===== src/rtl/uart_rx_buf_pkg.sv =====
package uart_rx_buf_pkg;
  localparam int DATA_W = 8;

  typedef struct packed {
    logic [DATA_W-1:0] data;
    logic              bit9;
    logic              ferr;
  } rx_entry_t;

  typedef enum logic [1:0] {
    ST_IDLE  = 2'd0,
    ST_START = 2'd1,
    ST_DATA  = 2'd2,
    ST_STOP  = 2'd3
  } rx_state_e;
endpackage


===== src/rtl/rx_tick_gen.sv =====
module rx_tick_gen #(
  parameter int DIV_W = 8
) (
  input  logic             clk_i,
  input  logic             rst_ni,
  input  logic             clr_i,
  input  logic [DIV_W-1:0] div_i,
  output logic             tick_o
);
  logic [DIV_W-1:0] cnt_q;

  always_ff @(posedge clk_i or negedge rst_ni) begin
    if (!rst_ni)              cnt_q <= '0;
    else if (clr_i)           cnt_q <= '0;
    else if (cnt_q == div_i)  cnt_q <= '0;
    else                      cnt_q <= cnt_q + 1'b1;
  end

  assign tick_o = !clr_i && (cnt_q == div_i);
endmodule


===== src/rtl/rx_vote.sv =====
module rx_vote #(
  parameter int OSR  = 16,
  parameter int PH_W = $clog2(OSR)
) (
  input  logic            clk_i,
  input  logic            rst_ni,
  input  logic            clr_i,
  input  logic            tick_i,
  input  logic [PH_W-1:0] phase_i,
  input  logic            din_i,
  output logic            vote_o
);
  localparam int MID = OSR / 2;
  localparam logic [PH_W-1:0] PH_LO  = PH_W'(MID - 1);
  localparam logic [PH_W-1:0] PH_HI  = PH_W'(MID + 1);
  localparam logic [PH_W-1:0] PH_END = PH_W'(OSR - 1);

  logic [1:0] ones_q;
  logic       in_win;
  logic [2:0] sum;

  assign in_win = (phase_i >= PH_LO) && (phase_i <= PH_HI);

  always_ff @(posedge clk_i or negedge rst_ni) begin
    if (!rst_ni)                               ones_q <= '0;
    else if (clr_i || (tick_i && phase_i == PH_END)) ones_q <= '0;
    else if (tick_i && in_win && din_i)        ones_q <= ones_q + 1'b1;
  end

  // third sample joins combinationally at the decision tick
  assign sum    = {1'b0, ones_q} + {2'b00, (tick_i && in_win && din_i)};
  assign vote_o = (sum >= 3'd2);
endmodule


===== src/rtl/rx_frame_fsm.sv =====
module rx_frame_fsm
  import uart_rx_buf_pkg::*;
#(
  parameter int OSR  = 16,
  parameter int PH_W = $clog2(OSR)
) (
  input  logic            clk_i,
  input  logic            rst_ni,
  input  logic            en_i,
  input  logic            tick_i,
  input  logic            rxd_i,
  input  logic            nine_i,
  input  logic            vote_i,
  output logic [PH_W-1:0] phase_o,
  output logic            idle_o,
  output logic            frame_vld_o,
  output rx_entry_t       frame_o
);
  localparam logic [PH_W-1:0] PH_DEC = PH_W'(OSR / 2 + 1);
  localparam logic [PH_W-1:0] PH_END = PH_W'(OSR - 1);
  localparam int SH_W = DATA_W + 1;

  rx_state_e        state_q;
  logic [PH_W-1:0]  phase_q;
  logic [3:0]       bit_q;
  logic [SH_W-1:0]  sh_q;
  logic             nine_q;
  logic             vld_q;
  rx_entry_t        frame_q;
  logic             dec, bend;
  logic [3:0]       last_bit;
  logic [PH_W-1:0]  phase_nxt;

  assign dec       = tick_i && (phase_q == PH_DEC);
  assign bend      = tick_i && (phase_q == PH_END);
  assign last_bit  = nine_q ? 4'(DATA_W) : 4'(DATA_W - 1);
  assign phase_nxt = (phase_q == PH_END) ? '0 : phase_q + 1'b1;

  always_ff @(posedge clk_i or negedge rst_ni) begin
    if (!rst_ni) begin
      state_q <= ST_IDLE;
      phase_q <= '0;
      bit_q   <= '0;
      sh_q    <= '0;
      nine_q  <= 1'b0;
      vld_q   <= 1'b0;
      frame_q <= '0;
    end else begin
      vld_q <= 1'b0;
      if (!en_i) begin
        state_q <= ST_IDLE;
        phase_q <= '0;
      end else begin
        if (state_q != ST_IDLE && tick_i) phase_q <= phase_nxt;
        unique case (state_q)
          ST_IDLE: begin
            if (tick_i && !rxd_i) begin
              state_q <= ST_START;
              phase_q <= '0;
              bit_q   <= '0;
              nine_q  <= nine_i;
            end
          end
          ST_START: begin
            if (dec && vote_i)  state_q <= ST_IDLE;  // glitch, not a start
            else if (bend)      state_q <= ST_DATA;
          end
          ST_DATA: begin
            if (dec) sh_q <= {vote_i, sh_q[SH_W-1:1]};
            if (bend) begin
              if (bit_q == last_bit) state_q <= ST_STOP;
              else                   bit_q   <= bit_q + 1'b1;
            end
          end
          ST_STOP: begin
            if (dec) begin
              state_q      <= ST_IDLE;
              vld_q        <= 1'b1;
              frame_q.data <= nine_q ? sh_q[DATA_W-1:0] : sh_q[SH_W-1:1];
              frame_q.bit9 <= nine_q & sh_q[SH_W-1];
              frame_q.ferr <= !vote_i;
            end
          end
          default: state_q <= ST_IDLE;
        endcase
      end
    end
  end

  assign phase_o     = phase_q;
  assign idle_o      = (state_q == ST_IDLE);
  assign frame_vld_o = vld_q;
  assign frame_o     = frame_q;
endmodule


===== src/rtl/rx_fifo2.sv =====
module rx_fifo2
  import uart_rx_buf_pkg::*;
(
  input  logic      clk_i,
  input  logic      rst_ni,
  input  logic      push_i,
  input  rx_entry_t din_i,
  input  logic      pop_i,
  input  logic      clr_ovr_i,
  output logic      head_v_o,
  output rx_entry_t head_o,
  output logic      ovr_o
);
  rx_entry_t head_q, back_q;
  logic      head_v, back_v, ovr_q;
  logic      pop, full, acc;

  assign pop  = pop_i && head_v;
  assign full = head_v && back_v;
  assign acc  = push_i && !full;

  always_ff @(posedge clk_i or negedge rst_ni) begin
    if (!rst_ni) begin
      head_q <= '0;
      back_q <= '0;
      head_v <= 1'b0;
      back_v <= 1'b0;
      ovr_q  <= 1'b0;
    end else begin
      if (clr_ovr_i)          ovr_q <= 1'b0;
      else if (push_i && full) ovr_q <= 1'b1;

      if (pop) begin
        if (back_v) begin
          head_q <= back_q;
          back_v <= acc;
          if (acc) back_q <= din_i;
        end else begin
          head_v <= acc;
          if (acc) head_q <= din_i;
        end
      end else if (acc) begin
        if (!head_v) begin
          head_v <= 1'b1;
          head_q <= din_i;
        end else begin
          back_v <= 1'b1;
          back_q <= din_i;
        end
      end
    end
  end

  assign head_v_o = head_v;
  assign head_o   = head_v ? head_q : '0;
  assign ovr_o    = ovr_q;
endmodule


===== src/rtl/uart_rx_buf.sv =====
module uart_rx_buf
  import uart_rx_buf_pkg::*;
#(
  parameter int OSR   = 16,
  parameter int DIV_W = 8
) (
  input  logic              clk_i,
  input  logic              rst_ni,
  input  logic              rx_en_i,
  input  logic              nine_bit_i,
  input  logic [DIV_W-1:0]  div_i,
  input  logic              rx_i,
  input  logic              rd_i,
  output logic              avail_o,
  output logic [DATA_W-1:0] data_o,
  output logic              bit9_o,
  output logic              ferr_o,
  output logic              ovr_o
);
  localparam int PH_W = $clog2(OSR);

  logic [1:0]      sync_q;
  logic            rxd, tick, vote, idle, frame_vld;
  logic [PH_W-1:0] phase;
  rx_entry_t       frame, head;

  always_ff @(posedge clk_i or negedge rst_ni) begin
    if (!rst_ni) sync_q <= 2'b11;
    else         sync_q <= {sync_q[0], rx_i};
  end
  assign rxd = sync_q[1];

  rx_tick_gen #(.DIV_W(DIV_W)) u_tick (
    .clk_i  (clk_i),
    .rst_ni (rst_ni),
    .clr_i  (!rx_en_i),
    .div_i  (div_i),
    .tick_o (tick)
  );

  rx_vote #(.OSR(OSR), .PH_W(PH_W)) u_vote (
    .clk_i   (clk_i),
    .rst_ni  (rst_ni),
    .clr_i   (idle),
    .tick_i  (tick),
    .phase_i (phase),
    .din_i   (rxd),
    .vote_o  (vote)
  );

  rx_frame_fsm #(.OSR(OSR), .PH_W(PH_W)) u_fsm (
    .clk_i       (clk_i),
    .rst_ni      (rst_ni),
    .en_i        (rx_en_i),
    .tick_i      (tick),
    .rxd_i       (rxd),
    .nine_i      (nine_bit_i),
    .vote_i      (vote),
    .phase_o     (phase),
    .idle_o      (idle),
    .frame_vld_o (frame_vld),
    .frame_o     (frame)
  );

  rx_fifo2 u_fifo (
    .clk_i     (clk_i),
    .rst_ni    (rst_ni),
    .push_i    (frame_vld && rx_en_i),
    .din_i     (frame),
    .pop_i     (rd_i),
    .clr_ovr_i (!rx_en_i),
    .head_v_o  (avail_o),
    .head_o    (head),
    .ovr_o     (ovr_o)
  );

  assign data_o = head.data;
  assign bit9_o = head.bit9;
  assign ferr_o = head.ferr;
endmodule


===== config.mk =====
export PLATFORM = sky130hd
export DESIGN_NAME = uart_rx_buf
export DESIGN_NICKNAME = d
export VERILOG_FILES = /design/src/rtl/uart_rx_buf_pkg.sv /design/src/rtl/rx_tick_gen.sv /design/src/rtl/rx_vote.sv /design/src/rtl/rx_frame_fsm.sv /design/src/rtl/rx_fifo2.sv /design/src/rtl/uart_rx_buf.sv
export SDC_FILE = /design/constraint.sdc
export NUM_CORES = 1
export LEC_CHECK = 0
export ABC_AREA = 1
export CAP_MARGIN = 20
export CORE_MARGIN = 2
export CORE_UTILIZATION = 59
export CTS_CLUSTER_DIAMETER = 120
export DETAILED_ROUTE_END_ITERATION = 10
export PLACE_DENSITY = 0.81
export SYNTH_ARGS = -nofsm -noshare
export SYNTH_HDL_FRONTEND = slang
export SYNTH_HIERARCHICAL = 1
export SYNTH_SLANG_ARGS = --single-unit

===== constraint.sdc =====
create_clock -name clk_i -period 2.4 [get_ports clk_i]
set_clock_uncertainty 0.1 [all_clocks]
set_input_delay 0.36 -clock clk_i [delete_from_list [all_inputs] [get_ports clk_i]]
set_output_delay 0.36 -clock clk_i [all_outputs]
set_load 0.01 [all_outputs]

; Word-level counts from Yosys, hierarchy flattened
; Cells that the tools add are included.
[totals]
register_bits = 66
input_bits = 14
out_inout_bits = 12
word_cells = 129
[op_classes]
add_sub_neg = 5
order_cmp = 3
n_eq_ne = 20
mux = 45
bitwise_logic = 1
n_reduce_logical = 34
[op_table]
columns = op, count
row1 = 10-bit 2-to-1 mux, 10
row2 = 4-bit 2-to-1 mux, 9
row3 = 8-bit 2-to-1 mux, 3
row4 = 2-bit 2-to-1 mux, 9
row5 = 1-bit logical AND, 14
row6 = 1-bit 2-to-1 mux, 12
row7 = "3-bit by 2-bit inequality test with 1-bit output, second input constant", 4
row8 = 3-bit AND reduction, 4
row9 = 2-bit nonzero test, 6
row10 = 5-bit AND reduction, 2
row11 = "4-bit by 1-bit adder with 4-bit output, second input constant", 2
row12 = "8-bit by 1-bit adder with 8-bit output, second input constant", 1
row13 = "4-bit equality test, second input constant", 2
row14 = 8-bit equality test, 1
row15 = "2-bit by 1-bit inequality test with 1-bit output, second input constant", 4
row16 = "2-bit inequality test, second input constant", 4
row17 = 2-bit one-hot mux with 4 select lines, 1
row18 = 4-bit one-hot mux with 2 select lines, 1
row19 = "2-bit equality test, second input constant", 2
row20 = 4-bit equality test, 1
row21 = "4-bit by 3-bit greater-or-equal comparator with 1-bit output, second input constant", 1
row22 = "4-bit less-or-equal comparator, second input constant", 1
row23 = "4-bit by 2-bit inequality test with 1-bit output, second input constant", 1
row24 = 2-bit AND reduction, 2
row25 = other kinds (9), 11

; Logic depth before layout (Yosys ltp)
[logic_depth]
depth_word = 10
ltp_mapped = 17
ltp_nobuf = 17

; Cells and area by module
; Netlist, hierarchy kept.
[by_module_without_submodules]
columns = mod, n_inst, cells_per_inst, area_per_inst_um2
row1 = rx_frame_fsm, 1, 186, 1572.8
row2 = rx_fifo2, 1, 155, 1194.9
row3 = rx_tick_gen, 1, 111, 625.6
row4 = rx_vote, 1, 25, 161.4
row5 = uart_rx_buf, 1, 5, 63.8

; Least setup slack after synthesis
; No wires, ideal clock.
[synth_timing]
kind = register -> register
start = register u_tick.cnt_q[5]
end = register u_fsm.state_q[0]
setup_ps = 118
t_arrival_ps = 1791
t_required_ps = 2182
slack_ps = 391
stages_incl_launch_ff = 17
path_buffers = 0
synth_period_minus_slack_ps = 2009
path_cell_list = dfrtp_1 > inv_2 > nand2_1 > nand2_1 > nand3_1 > nor2_1 > nand2_1 > nor2_1 > nand2_1 > nor2_4 > nand3_1 > nand2_1 > nand2_1 > nand3b_1 > o21ai_0 > inv_1 > nand2_1
[synth_via]
elab_chain_cells = 10
[synth_rtl]
columns = element, line
row1 = start: declaration, rx_tick_gen.sv:10  ; logic [DIV_W-1:0] cnt_q;
row2 = start signal: assignment, rx_tick_gen.sv:16  ; else cnt_q <= cnt_q + 1'b1;
row3 = 8-bit equality test (*), rx_tick_gen.sv:19  ; assign tick_o = !clr_i && (cnt_q == div_i);
row4 = 1-bit logical AND (*), rx_tick_gen.sv:19
row5 = named net tick, uart_rx_buf.sv:23  ; logic rxd, tick, vote, idle, frame_vld;
row6 = 1-bit logical AND (*) (2 in series), rx_vote.sv:31  ; assign sum = {1'b0, ones_q} + {2'b00, (tick_i && in_win && din_i)};
row7 = 2-bit by 1-bit adder with 3-bit output (*), rx_vote.sv:31
row8 = 3-bit by 2-bit greater-or-equal comparator with 1-bit output (*), rx_vote.sv:32  ; assign vote_o = (sum >= 3'd2);
row9 = named net vote, uart_rx_buf.sv:23
row10 = 1-bit logical AND (*), rx_frame_fsm.sv:65  ; if (dec && vote_i) state_q <= ST_IDLE;
row11 = 2-bit 2-to-1 mux, rx_frame_fsm.sv:65
row12 = 2-bit one-hot mux with 4 select lines, rx_frame_fsm.sv:55  ; unique case (state_q)
row13 = 2-bit 2-to-1 mux, rx_frame_fsm.sv:50  ; if (!en_i) begin
row14 = end signal: assignment, rx_frame_fsm.sv:51  ; state_q <= ST_IDLE;
row15 = end signal: assignment, rx_frame_fsm.sv:65
row16 = end signal: assignment, rx_frame_fsm.sv:66  ; else if (bend) state_q <= ST_DATA;
row17 = end: declaration, rx_frame_fsm.sv:23  ; rx_state_e state_q;
; The timed path passes the listed nets; every way through them passes the cells marked *.
; A chain may end at the register's enable or synchronous reset.

; Final worst setup path
[layout_timing]
start = register u_fifo.head_v (netlist: u_fifo/head_v_o)
end = output port data_o[2]
[layout_via]
elab_chain_cells = 1
[layout_rtl]
columns = element, line
row1 = start: declaration, rx_fifo2.sv:15  ; logic head_v, back_v, ovr_q;
row2 = start signal: assignment, rx_fifo2.sv:26  ; head_v <= 1'b0;
row3 = start signal: assignment, rx_fifo2.sv:39  ; head_v <= acc;
row4 = start signal: assignment, rx_fifo2.sv:44  ; head_v <= 1'b1;
row5 = 10-bit 2-to-1 mux, rx_fifo2.sv:55  ; assign head_o = head_v ? head_q : '0;
row6 = end: declaration, uart_rx_buf.sv:15  ; output logic [DATA_W-1:0] data_o,
; Every way passes these cells.

==> impl_metrics.json <==
{
  "status": "completed",
  "gr-total-overflow": 0,
  "vias_per_cell": 4.952,
  "final_area_um2": 4175,
  "grt_pass1_vias": 2731,
  "grt_max_degree": 44,
  "synth_area_leaders": "dfrtp_1 44%, nand2_1 18%, inv_1 7.7%",
  "criticalPathCategory": "reg -> out",
  "antenna_left": 0,
  "fin_total_pwr_mw": 2.193,
  "ys_ff_latch": 66,
  "setup_violations": 0,
  "cts_resized": 0,
  "initial_core_util_pct": 61.12,
  "fin_crit_ns": 2.231,
  "cp.arrival_ns": 1.77,
  "drive_gt1_share_pct": 13.28,
  "cp-start-kind": "flip-flop",
  "dpl.hpwl_mm": 4.832,
  "postCtsSetupBuffers": 0,
  "yosysWarnings": 6,
  "final_cells": 602,
  "gp_congestion": 0.8555,
  "slew_headroom_pct": 61.45,
  "power_density_nw_per_um2": 525.3,
  "maxCapViolations": 0,
  "cts_hold_buf": 1,
  "drcViolationCount": 0,
  "rsz0062_at_grt": "no",
  "clkSinkCount": 66,
  "diodes": 0,
  "vias": 2981,
  "post-synth-top-area-cell": "dfrtp_1",
  "clockBufferDepth": 2,
  "synthCells": 482,
  "cp.required_ns": 1.94,
  "slew_viol_final": 0,
  "grt_pass1_wl_mm": 11.54,
  "power_leakage_nw": 2.205,
  "worstHoldPathType": "reg -> reg",
  "cpPeakStageDelay_ns": 0.71,
  "path_max_fanout": 17,
  "worst_r2r_path_depth": 17,
  "cts-htree-levels": 3,
  "worstMarginPinSlew_ns": 0.5782,
  "drtPass1Iterations": 4,
  "drt_iter0_markers": 208,
  "place_area_um2": 3993,
  "syn-num-nets": 500,
  "clock_latency_ns": 0.34,
  "wl_mm": 6.516,
  "grt_usage_pct": 22.24,
  "peakVddDrop_mv": 0.3391,
  "cpMaxStageDelayCell": "dfrtp_1",
  "netlist_area_um2": 3618,
  "dp.cells": 585,
  "end_kind": "output pin",
  "numPortBuffers": 25,
  "synth_top_area_share_pct": 44.26,
  "die-area_um2": 6776,
  "core_um2": 5921,
  "cp_cell_sequence": "nand2_1, inv_1, clkdlybuf4s50_1",
  "path_clk_slew_ns": 0.07,
  "wl_per_cell_um": 10.82,
  "yosys.cell_types.count": 39,
  "synth_area_per_cell_um2": 7.507,
  "synthToLayoutAreaGrowth_pct": 15.39,
  "min_period_over_period_pct": 92.94,
  "cts_tree": "yes",
  "yosysSeqAreaShare_pct": 45.71,
  "cts_made_buffers": 9,
  "cts-root-buf": "clkbuf_8",
  "rows": 28,
  "max_freq_mhz": 448.3,
  "hold_depth": 0,
  "antenna_found_initial": 0,
  "fp.dieW_um": 82.32,
  "finalHoldViolations": 0,
  "tns_ns": 0,
  "fin_nets": 540,
  "ios": 26,
  "post-place-ws_ns": -0.06516,
  "die_h_um": 82.32,
  "worst_slack_ns": 0.1694
}
-- worst paths after layout --
path / start / to / slack [ns]
max in group asynchronous: rst_ni / sync_q[0] / 1.11
worst max register to register: u_tick/cnt_q[5] / u_fsm/state_q[0] / 0.23
worst min register to register: sync_q[0] / sync_q[1] / 0.26
worst max-delay path: u_fifo/head_v_o / data_o[2] / 0.17
worst min-delay path: sync_q[0] / sync_q[1] / 0.26
min in group asynchronous: rst_ni / u_fifo/head_q[2] / 0.44
-- worst max-delay path: cells and delay by family (launching register included) --
kind | cells | cell delay (ns)
DFF | 1 | 0.71
and+or+nand+nor | 1 | 0.12
buffers and inverters | 2 | 0.59
-- power by group --
| part | switching [mW] | internal, mW |
|---|---|---|
| Combinational | 0.137 | 0.0806 |
| Clock | 0.412 | 0.401 |
| Sequential | 0.0298 | 1.13 |
| Total | 0.579 | 1.61 |
-- registers in the layout, indices dropped and copies added (netlist names), 2 cells and up --
register	flops
u_fifo/back_q	10
u_fifo/head_q	10
u_fsm/frame_o	10
u_fsm/sh_q	9
u_tick/cnt_q	8
u_fsm/bit_q	4
u_fsm/phase_o	4
sync_q	2
u_fsm/state_q	2
u_vote/ones_q	2
-- cell type report --
type / instances / area [um^2]
Clock inverter: 4 / 27.53
Sequential cell: 66 / 1654
Clock buffer: 12 / 145.1
Fill cell: 465 / 1745
Tap cell: 75 / 93.84
Multi-Input combinational cell: 325 / 1575
Timing Repair Buffer: 38 / 370.4
Inverter: 82 / 309.0
-- synthesized netlist by cell type, drive strengths merged --
library cell / number
a21oi: 11
a31oi: 8
and3: 1
buf: 8
clkbuf: 1
clkinv: 1
dfrtp: 64
dfstp: 2
ha: 4
inv: 81
mux2: 2
nand2: 177
nand3: 34
nand3b: 1
nand4: 4
nor2: 52
nor3: 2
o21a: 1
o21ai: 24
o31ai: 1
xnor2: 1
xor2: 2
-- through the flow --
step / hold WS (ns) / util, %
final: 0.2604 / 70.52
after global routing: 0.2711 / 70.52
after CTS: 0.2638 / 70.52
after detailed placement: 0.2503 / 67.43
after global placement: 0.2457 / 67.43
after floorplan: -0.03559 / -
-- cells by family (layout without fill, tap and decap cells) --
family | Yosys count | in the layout | share of synthesized area [%]
AO/OA/AOI/OAI | 45 | 45 | 8.091
AND/OR/NAND/NOR | 271 | 271 | 32.71
adder cells (fa/ha/maj) | 4 | 4 | 1.383
flip-flops | 66 | 66 | 45.71
buffers and inverters | 91 | 136 | 10.75
multiplexers | 2 | 2 | 0.6224
XOR/XNOR | 3 | 3 | 0.7263
-- cell usage in the layout (no fill, tap or decap), drive strengths merged --
cell             n
o21a             1
nand4            4
o21ai           24
clkdlybuf4s50   24
mux2             2
dfstp            2
nor2            52
xor2             2
clkinvlp         3
a21oi           11
nand3           34
clkbuf          12
dfrtp           64
buf             13
nand2          177
clkinv           2
inv             81
ha               4
nor3             2
a31oi            8
xnor2            1
and3             1
o31ai            1
dlygate4sd3      1
nand3b           1
-- layer usage --
| metal | share of wire (%) | routed length, um | vias to the layer above | global-route usage, % |
|---|---|---|---|---|
| li1 | - | - | 1561 | - |
| met2 | 48 | 3108 | 70 | 37.42 |
| met1 | 46 | 3017 | 1334 | 28.65 |
| met4 | 1.9 | 125 | 0 | 9.500 |
| met5 | 0 | 0 | - | 0 |
| met3 | 4.1 | 265 | 16 | 3.261 |
(Power assumes the default switching activity.)
